==> config.mk <==
export PLATFORM = sky130hd
export DESIGN_NAME = dio_regfile
export DESIGN_NICKNAME = d
export VERILOG_FILES = /design/src/rtl/dio_pkg.sv /design/src/rtl/dio_sync.sv /design/src/rtl/dio_latch_bank.sv /design/src/rtl/dio_read_mux.sv /design/src/rtl/dio_regfile.sv
export SDC_FILE = /design/constraint.sdc
export NUM_CORES = 1
export LEC_CHECK = 0
export BUFFER_PORTS_ARGS = -buffer_cell sky130_fd_sc_hd__buf_4
export CORE_MARGIN = 3
export CORE_UTILIZATION = 46
export DETAILED_ROUTE_END_ITERATION = 8
export PLACE_DENSITY = 0.77
export SETUP_SLACK_MARGIN = 0.02
export SYNTH_ARGS = -nofsm -noshare
export SYNTH_HDL_FRONTEND = slang
export SYNTH_SLANG_ARGS = --single-unit
==> constraint.sdc <==
create_clock -name clk -period 1.4 [get_ports clk]
set_clock_uncertainty 0.15 [all_clocks]
set_input_delay 0.07 -clock clk [delete_from_list [all_inputs] [get_ports clk]]
set_output_delay 0.07 -clock clk [all_outputs]
set_load 0.05 [all_outputs]
==> src/rtl/dio_pkg.sv <==
package dio_pkg;
  localparam int BYTE_W = 8;

  // Select byte idx from a vector zero-extended to 64 bits.
  function automatic logic [BYTE_W-1:0] pick_byte(input logic [63:0] vec, input int idx);
    return vec[idx*BYTE_W +: BYTE_W];
  endfunction

  // True when location a falls in [lo, lo+n).
  function automatic logic in_window(input int a, input int lo, input int n);
    return (a >= lo) && (a < lo + n);
  endfunction
endpackage

==> src/rtl/dio_sync.sv <==
module dio_sync #(
  parameter int W     = 32,
  parameter int DEPTH = 2
) (
  input  logic         clk,
  input  logic         rst_n,
  input  logic [W-1:0] d,
  output logic [W-1:0] q
);
  logic [W-1:0] stg [DEPTH];

  always_ff @(posedge clk or negedge rst_n) begin
    if (!rst_n) begin
      for (int i = 0; i < DEPTH; i++) stg[i] <= '0;
    end else begin
      stg[0] <= d;
      for (int i = 1; i < DEPTH; i++) stg[i] <= stg[i-1];
    end
  end

  assign q = stg[DEPTH-1];
endmodule

==> src/rtl/dio_latch_bank.sv <==
module dio_latch_bank #(
  parameter int BANKS = 4,
  parameter int W     = 8
) (
  input  logic               clk,
  input  logic               rst_n,
  input  logic               clr,
  input  logic [BANKS-1:0]   we,
  input  logic [W-1:0]       wdata,
  output logic [BANKS*W-1:0] q
);
  logic [W-1:0] bank_q [BANKS];

  for (genvar b = 0; b < BANKS; b++) begin : g_bank
    always_ff @(posedge clk or negedge rst_n) begin
      if (!rst_n)     bank_q[b] <= '0;
      else if (clr)   bank_q[b] <= '0;
      else if (we[b]) bank_q[b] <= wdata;
    end
    assign q[b*W +: W] = bank_q[b];
  end
endmodule

==> src/rtl/dio_read_mux.sv <==
module dio_read_mux import dio_pkg::*; #(
  parameter int OUT_BANKS = 3,
  parameter int AW        = 4,
  localparam int LAT_W     = (OUT_BANKS+1)*BYTE_W,
  localparam int COS_BANKS = OUT_BANKS+1,
  localparam int OFF_IN0   = OUT_BANKS+1,
  localparam int OFF_COS0  = 2*OUT_BANKS+2,
  localparam int OFF_CTL   = OFF_COS0+COS_BANKS,
  localparam int OFF_EN    = OFF_CTL+2,
  localparam int OFF_RST   = OFF_CTL+3
) (
  input  logic [AW-1:0]               addr,
  input  logic [LAT_W-1:0]            lat_all,
  input  logic [LAT_W-1:0]            samp_all,
  input  logic [COS_BANKS*BYTE_W-1:0] cos_status,
  input  logic [BYTE_W-1:0]           ctl_q,
  input  logic [BYTE_W-1:0]           cos_enable,
  input  logic                        irq_level,
  output logic [BYTE_W-1:0]           rdata
);
  int a;

  always_comb begin
    a     = int'(addr);
    rdata = '0;
    if (in_window(a, 0, OUT_BANKS+1))
      rdata = pick_byte(64'(lat_all), a);
    else if (in_window(a, OFF_IN0, OUT_BANKS+1))
      rdata = pick_byte(64'(samp_all), a - OFF_IN0);
    else if (in_window(a, OFF_COS0, COS_BANKS))
      rdata = pick_byte(64'(cos_status), a - OFF_COS0);
    else if (a == OFF_CTL)
      rdata = ctl_q;
    else if (a == OFF_EN)
      rdata = cos_enable;
    else if (a == OFF_RST)
      rdata = {{(BYTE_W-1){1'b0}}, irq_level};
  end
endmodule

==> src/rtl/dio_regfile.sv <==
module dio_regfile import dio_pkg::*; #(
  parameter int OUT_BANKS  = 3,
  parameter int SYNC_DEPTH = 2,
  parameter int DIR_BIT    = 1,
  localparam int BW          = BYTE_W,
  localparam int COS_BANKS   = OUT_BANKS+1,
  localparam int OFF_BLATCH  = OUT_BANKS,
  localparam int OFF_IN0     = OUT_BANKS+1,
  localparam int OFF_COS0    = 2*OUT_BANKS+2,
  localparam int OFF_CTL     = OFF_COS0+COS_BANKS,
  localparam int OFF_RSVD    = OFF_CTL+1,
  localparam int OFF_EN      = OFF_CTL+2,
  localparam int OFF_RST     = OFF_CTL+3,
  localparam int NREG        = OFF_RST+1,
  localparam int AW          = $clog2(NREG),
  localparam int OUT_W       = OUT_BANKS*BW
) (
  input  logic                  clk,
  input  logic                  rst_n,
  input  logic [AW-1:0]         bus_addr,
  input  logic                  bus_wr,
  input  logic [BW-1:0]         bus_wdata,
  output logic [BW-1:0]         bus_rdata,
  output logic [OUT_W-1:0]      out_lines,
  input  logic [OUT_W-1:0]      in_lines,
  input  logic [BW-1:0]         bidir_pin_in,
  output logic [BW-1:0]         bidir_pin_out,
  output logic                  bidir_oe,
  input  logic [COS_BANKS*BW-1:0] cos_status,
  input  logic [BW-1:0]         cos_enable,
  output logic [COS_BANKS-1:0]  cos_clr_we,
  output logic                  cos_en_we,
  output logic [BW-1:0]         cos_wdata,
  input  logic                  irq_level,
  output logic                  soft_rst_pulse
);
  // Named internal events, visible to the bound checker.
  logic [NREG-1:0]           wr_hit;
  logic                      soft_req;
  logic                      wr_ignored;
  logic                      dir_out;
  logic [BW-1:0]             ctl_q;
  logic [(OUT_BANKS+1)*BW-1:0] lat_all;
  logic [(OUT_BANKS+1)*BW-1:0] samp_all;

  always_comb begin
    wr_hit = '0;
    if (bus_wr) wr_hit[bus_addr] = 1'b1;
  end

  assign soft_req   = wr_hit[OFF_RST];
  assign wr_ignored = (|wr_hit[OFF_IN0 +: OUT_BANKS+1]) | wr_hit[OFF_RSVD];
  assign cos_clr_we = wr_hit[OFF_COS0 +: COS_BANKS];
  assign cos_en_we  = wr_hit[OFF_EN];
  assign cos_wdata  = bus_wdata;

  // Soft reset: one cycle, never re-armed from inside its own cycle.
  always_ff @(posedge clk or negedge rst_n) begin
    if (!rst_n) soft_rst_pulse <= 1'b0;
    else        soft_rst_pulse <= soft_req & ~soft_rst_pulse;
  end

  // Output latches plus the bidirectional latch.
  dio_latch_bank #(.BANKS(OUT_BANKS+1), .W(BW)) u_lat (
    .clk   (clk),
    .rst_n (rst_n),
    .clr   (soft_rst_pulse),
    .we    (wr_hit[OFF_BLATCH:0]),
    .wdata (bus_wdata),
    .q     (lat_all)
  );

  assign out_lines     = lat_all[OUT_W-1:0];
  assign bidir_pin_out = lat_all[OUT_W +: BW];

  // Control byte.
  always_ff @(posedge clk or negedge rst_n) begin
    if (!rst_n)               ctl_q <= '0;
    else if (soft_rst_pulse)  ctl_q <= '0;
    else if (wr_hit[OFF_CTL]) ctl_q <= bus_wdata;
  end

  assign dir_out  = ctl_q[DIR_BIT];
  assign bidir_oe = dir_out;

  // Input and bidirectional pins share one synchronizer.
  dio_sync #(.W((OUT_BANKS+1)*BW), .DEPTH(SYNC_DEPTH)) u_sync (
    .clk   (clk),
    .rst_n (rst_n),
    .d     ({bidir_pin_in, in_lines}),
    .q     (samp_all)
  );

  dio_read_mux #(.OUT_BANKS(OUT_BANKS), .AW(AW)) u_rd (
    .addr       (bus_addr),
    .lat_all    (lat_all),
    .samp_all   (samp_all),
    .cos_status (cos_status),
    .ctl_q      (ctl_q),
    .cos_enable (cos_enable),
    .irq_level  (irq_level),
    .rdata      (bus_rdata)
  );
endmodule

; Word-level counts from Yosys, hierarchy flattened
; Cells that the tools add are included.
[op_classes]
n_addsub = 2
n_mul = 0
n_div = 0
n_lt_le_gt_ge = 7
eq_ne = 3
shifts = 3
n_mux = 19
bitwise_logic = 2
n_reduce_logical = 8
[op_table]
columns = operator, n
row1 = $shiftx A64 B32 Y8, 2
row2 = $mux W8, 15
row3 = $shiftx A64 B8 Y8, 1
row4 = $mux W16, 1
row5 = $reduce_bool A2 Y1, 5
row6 = $lt A4 B4 Y1 const B, 2
row7 = $lt A4 B5 Y1 const B, 1
row8 = $sub A4 B3 Y5 const B, 1
row9 = $sub A4 B4 Y5 const B, 1
row10 = $demux W1 S4, 1
row11 = $eq A4 B1 Y1 const B, 1
row12 = $eq A4 B2 Y1 const B, 1
row13 = $eq A4 B3 Y1 const B, 1
row14 = $ge A4 B1 Y1 const B, 1
row15 = $ge A4 B3 Y1 const B, 1
row16 = $ge A4 B4 Y1 const B, 1
row17 = $lt A4 B3 Y1 const B, 1
row18 = $logic_and A1 B1 Y1, 3
row19 = $mux W1, 2
row20 = $and A1 B1 Y1, 1
row21 = $not A1 Y1, 1
[totals]
ff_bits = 105
latch_bits = 0
ram_bits = 0
romBits = 0
inputBits = 88
output_inout_bits = 55
elab_cells = 52
n_memories = 0

; Logic depth before layout (Yosys ltp)
[depth]
word_depth = 7
ltp_mapped = 7
depth_no_buf = 6

; Modules after synthesis
; A second synthesis with hierarchy kept.
[hier_totals]
cells_unflattened = 328
hier_area_um2 = 4712.0
[by_module_without_submodules]
columns = mod, n_inst, cells_each, area_each_um2
row1 = dio_sync, 1, 96, 1841.8
row2 = dio_latch_bank, 1, 103, 1301.2
row3 = dio_read_mux, 1, 79, 1043.5
row4 = dio_regfile, 1, 50, 525.5

; Worst setup path after synthesis
; No wires, ideal clock.
[synth_timing]
kind = input -> output
from = input bus_addr[1]
to = output cos_clr_we[0]
arrival_ns = 1.646
t_required_ns = 1.180
setup_slack_ns = -0.466
cell_stages = 4
path_cell_list = buf_2 -> buf_4 -> buf_2 -> nor3_1
[synth_between]
elab_chain_len = 5
[synth_rtl]
columns = item, line
row1 = "start, declared", dio_regfile.sv:20  ; input logic [AW-1:0] bus_addr,
row2 = $lt A4 B5 Y1 (implied by the code) or $ge A4 B1 Y1 (tied branches), dio_regfile.sv:48  ; if (bus_wr) wr_hit[bus_addr] = 1'b1;
row3 = $logic_and A1 B1 Y1 (implied by the code), dio_regfile.sv:48
row4 = $mux W1 (implied by the code), dio_regfile.sv:48
row5 = $demux W1 S4 (*), dio_regfile.sv:48
row6 = $mux W16 (*), dio_regfile.sv:48
row7 = "end, declared", dio_regfile.sv:31  ; output logic [COS_BANKS-1:0] cos_clr_we,
; Mark *: on every way between the ends. The rest lies on a longest branch, timed or not.

; Final worst setup path
[layout_timing]
from = register u_lat.bank_q (netlist bit u_lat.q[31])
to = output bus_rdata[7]
[layout_between]
elab_chain_len = 2
[layout_rtl]
columns = item, line
row1 = "start, declared", dio_latch_bank.sv:12  ; logic [W-1:0] bank_q [BANKS];
row2 = "start signal, assigned by index", dio_latch_bank.sv:18  ; else if (we[b]) bank_q[b] <= wdata;
row3 = $shiftx A64 B8 Y8, dio_pkg.sv:6  ; return vec[idx*BYTE_W +: BYTE_W];
row4 = $mux W8, dio_read_mux.sv:26  ; if (in_window(a, 0, OUT_BANKS+1))
row5 = "end, declared", dio_regfile.sv:23  ; output logic [BW-1:0] bus_rdata,
; No other way between the ends.

==> impl_metrics.json <==
{
  "cp_data_arrival_time_ps": 1740,
  "avgSynthCellArea_um2": 12.49,
  "path_class": "reg2out",
  "clock.fmax_mhz": 509.0,
  "clockBufferDepth": 2,
  "post-route-util": 0.7692,
  "synth_common_cells": "dfrtp_1 (105), nand2_1 (92), a21oi_1 (41)",
  "first_iter_violations": 356,
  "n_fill_cell": 526,
  "rsz0062_at_grt": "true",
  "path_clk_slew_ps": 100,
  "ys_types": 31,
  "grt_pass1_vias": 4059,
  "antenna_found_initial": 0,
  "p_leak_nw": 3.183,
  "synth_area_leaders": "dfrtp_1 (60%), nand2_1 (7.9%), mux4_2 (6.7%), mux4_1 (6.0%), a21oi_1 (4.7%)",
  "cts_made_buffers": 9,
  "synth_edf_count": 0,
  "synth_top_area_cell": "dfrtp_1",
  "wl_met2_um": 6733,
  "pin_count": 143,
  "synth_most_common_cell": "dfrtp_1",
  "ant_nets": 0,
  "status": "finished with violations",
  "nets": 679,
  "initial_utilization": 0.4870,
  "ys_ff_latch": 105,
  "syn-cell-area_um2": 4372,
  "start_kind": "register",
  "worst_pin_slew_ps": 511.9,
  "slew_violations": 0,
  "power_density_nw_per_um2": 1150,
  "cp_num_buf_inv": 1,
  "preCtsSetupSlack_ps": -463.1,
  "grt_max_degree": 35,
  "die_y_um": 103.5,
  "detail_route.vias_per_cell": 5.333,
  "period_share": 1.403,
  "io_buffers": 142,
  "maxSlewHeadroom": 0.6587,
  "drt-total-wl_um": 13210,
  "place.gp.congestion": 0.8691,
  "syn_inst": 350,
  "die_area_um2": 10710,
  "clock-root-buffer": "clkbuf_8",
  "wl_met3_um": 1295,
  "vias": 3824,
  "cp_slowest_cell": "mux4_2",
  "timing.final.ws_setup_ps": -564.5,
  "antenna_cells": 0,
  "synth_top_area_frac": 0.6010,
  "grt-ovfl-total": 0,
  "cpPeakStageDelay_ps": 510,
  "coreArea_um2": 8976,
  "topRoutingLayerUsed": "met4",
  "drc": 0,
  "critPathTopFamily": "multiplexers",
  "hold_viol_final": 0,
  "violations": "setup timing",
  "first_pass_iters": 5,
  "setup_viol": 9,
  "dpl.hpwl_um": 9231,
  "grt_pass1_wl_um": 20000,
  "cts_tree": "built",
  "async_flop_share": 1.000,
  "register_area_um2": 2669,
  "synth_nets": 443,
  "drive_above_1_share": 0.5296,
  "syn2layout_area_growth_pct": 57.93,
  "maxCapViolCount": 0,
  "clk_latency_ps": 370,
  "yosys_warnings": 0,
  "synthFlopType": "dfrtp_1",
  "vdd_drop_max_v": 0.0009235,
  "worstSetupEndpointType": "primary output",
  "dieWidth_um": 103.5,
  "track_usage": 0.2505,
  "crit_chain": "mux4_2 > a22oi_2 > nand2_4 > buf_8",
  "cts_sinks": 105,
  "htreeDepth": 3,
  "ys_seq_area_frac": 0.6010,
  "required_ps": 1180,
  "met1_length_um": 4880,
  "multi_input_area_um2": 1670,
  "hold_class": "in2async",
  "placementRows": 34,
  "critPathMaxFanout": 2,
  "period_needed_ps": 1965,
  "avgRoutedWirePerCell_um": 18.43
}
state kept, by name (all words and copies together), names as in the netlist:
name and count:
u_lat.q 32, u_sync.stg 32, soft_rst_pulse 1, ctl_q 8, u_sync.q 32
layout make-up:
| type | instances | share of cell area |
|---|---|---|
| repair buffers | 251 | 0.3150 |
| clock buffers | 9 | 0.01794 |
| multi-input cells | 217 | 0.2419 |
| flip-flops and latches | 105 | 0.3866 |
| clock inverters | 7 | 0.01468 |
| inverters | 2 | 0.001087 |
| well taps | 126 | 0.02283 |
metrics by stage:
step / instances / hold slack (ps) / total power (W) / area (um2) / TNS, ps
floorplan: 350 / -375.6 / 0.004694 / 4499 / -1386
global placement: 656 / -116.1 / 0.005668 / 6128 / -6139
detailed placement: 656 / -118.5 / 0.005722 / 6128 / -7601
CTS: 719 / 23.80 / 0.007912 / 6860 / -4683
global route: 717 / 42.24 / 0.008243 / 6904 / -4865
finish: 717 / 16.50 / 0.007938 / 6904 / -4452
cells in the final DEF (no fill, tap or decap), drive strengths merged, types with 3 or more instances in the layout:
cell / instances
a22oi: 14
nand2b: 3
inv: 4
mux4: 23
dlygate4sd3: 42
nor3: 5
nand2: 92
clkbuf: 9
nor2: 10
buf: 209
dfrtp: 105
nand3: 3
mux2: 7
ha: 5
a21oi: 41
timing repair:
action                                  CTS  global route
setup buffers                             5             2
endpoints found under the setup margin   13            14
resized for setup                        17            19
pin swaps                                 5             7
endpoints found under the hold margin   178             0
hold buffers                             42             0
power by group:
part / total, W / internal (W) / switching [W]
sequential: 0.00348 / 0.00333 / 0.000149
combinational: 0.00239 / 0.00107 / 0.00132
clock: 0.00207 / 0.00103 / 0.00104
metal layers:
| metal | GRT usage | vias up |
|---|---|---|
| li1 | - | 1683 |
| met1 | 0.3131 | 1886 |
| met2 | 0.4328 | 225 |
| met3 | 0.05768 | 30 |
| met4 | 0.07968 | 0 |
| met5 | 0 | - |
cell families after synthesis:
kind of cell / count (synthesis) / synth area share
multiplexers: 32 / 0.1497
flip-flops: 105 / 0.6010
AO/OA/AOI/OAI: 59 / 0.07842
adder cells (fa/ha/maj): 5 / 0.01431
buffers and inverters: 28 / 0.03893
AND/OR/NAND/NOR: 121 / 0.1176
worst paths after layout:
check                               startpoint              to  slack (ps)  cells past startpoint
worst min-delay path                     rst_n      u_lat.q[7]          20                      2
max in group asynchronous                rst_n  u_sync.stg[51]         520                      3
worst max-delay path               u_lat.q[31]    bus_rdata[7]        -560                      4
min in group clk                        bus_wr     u_lat.q[28]         100                      5
worst min register to register  u_sync.stg[54]    u_sync.q[22]         210                      0
worst max register to register  soft_rst_pulse     u_lat.q[12]         180                      3
(Power assumes the default switching activity.)
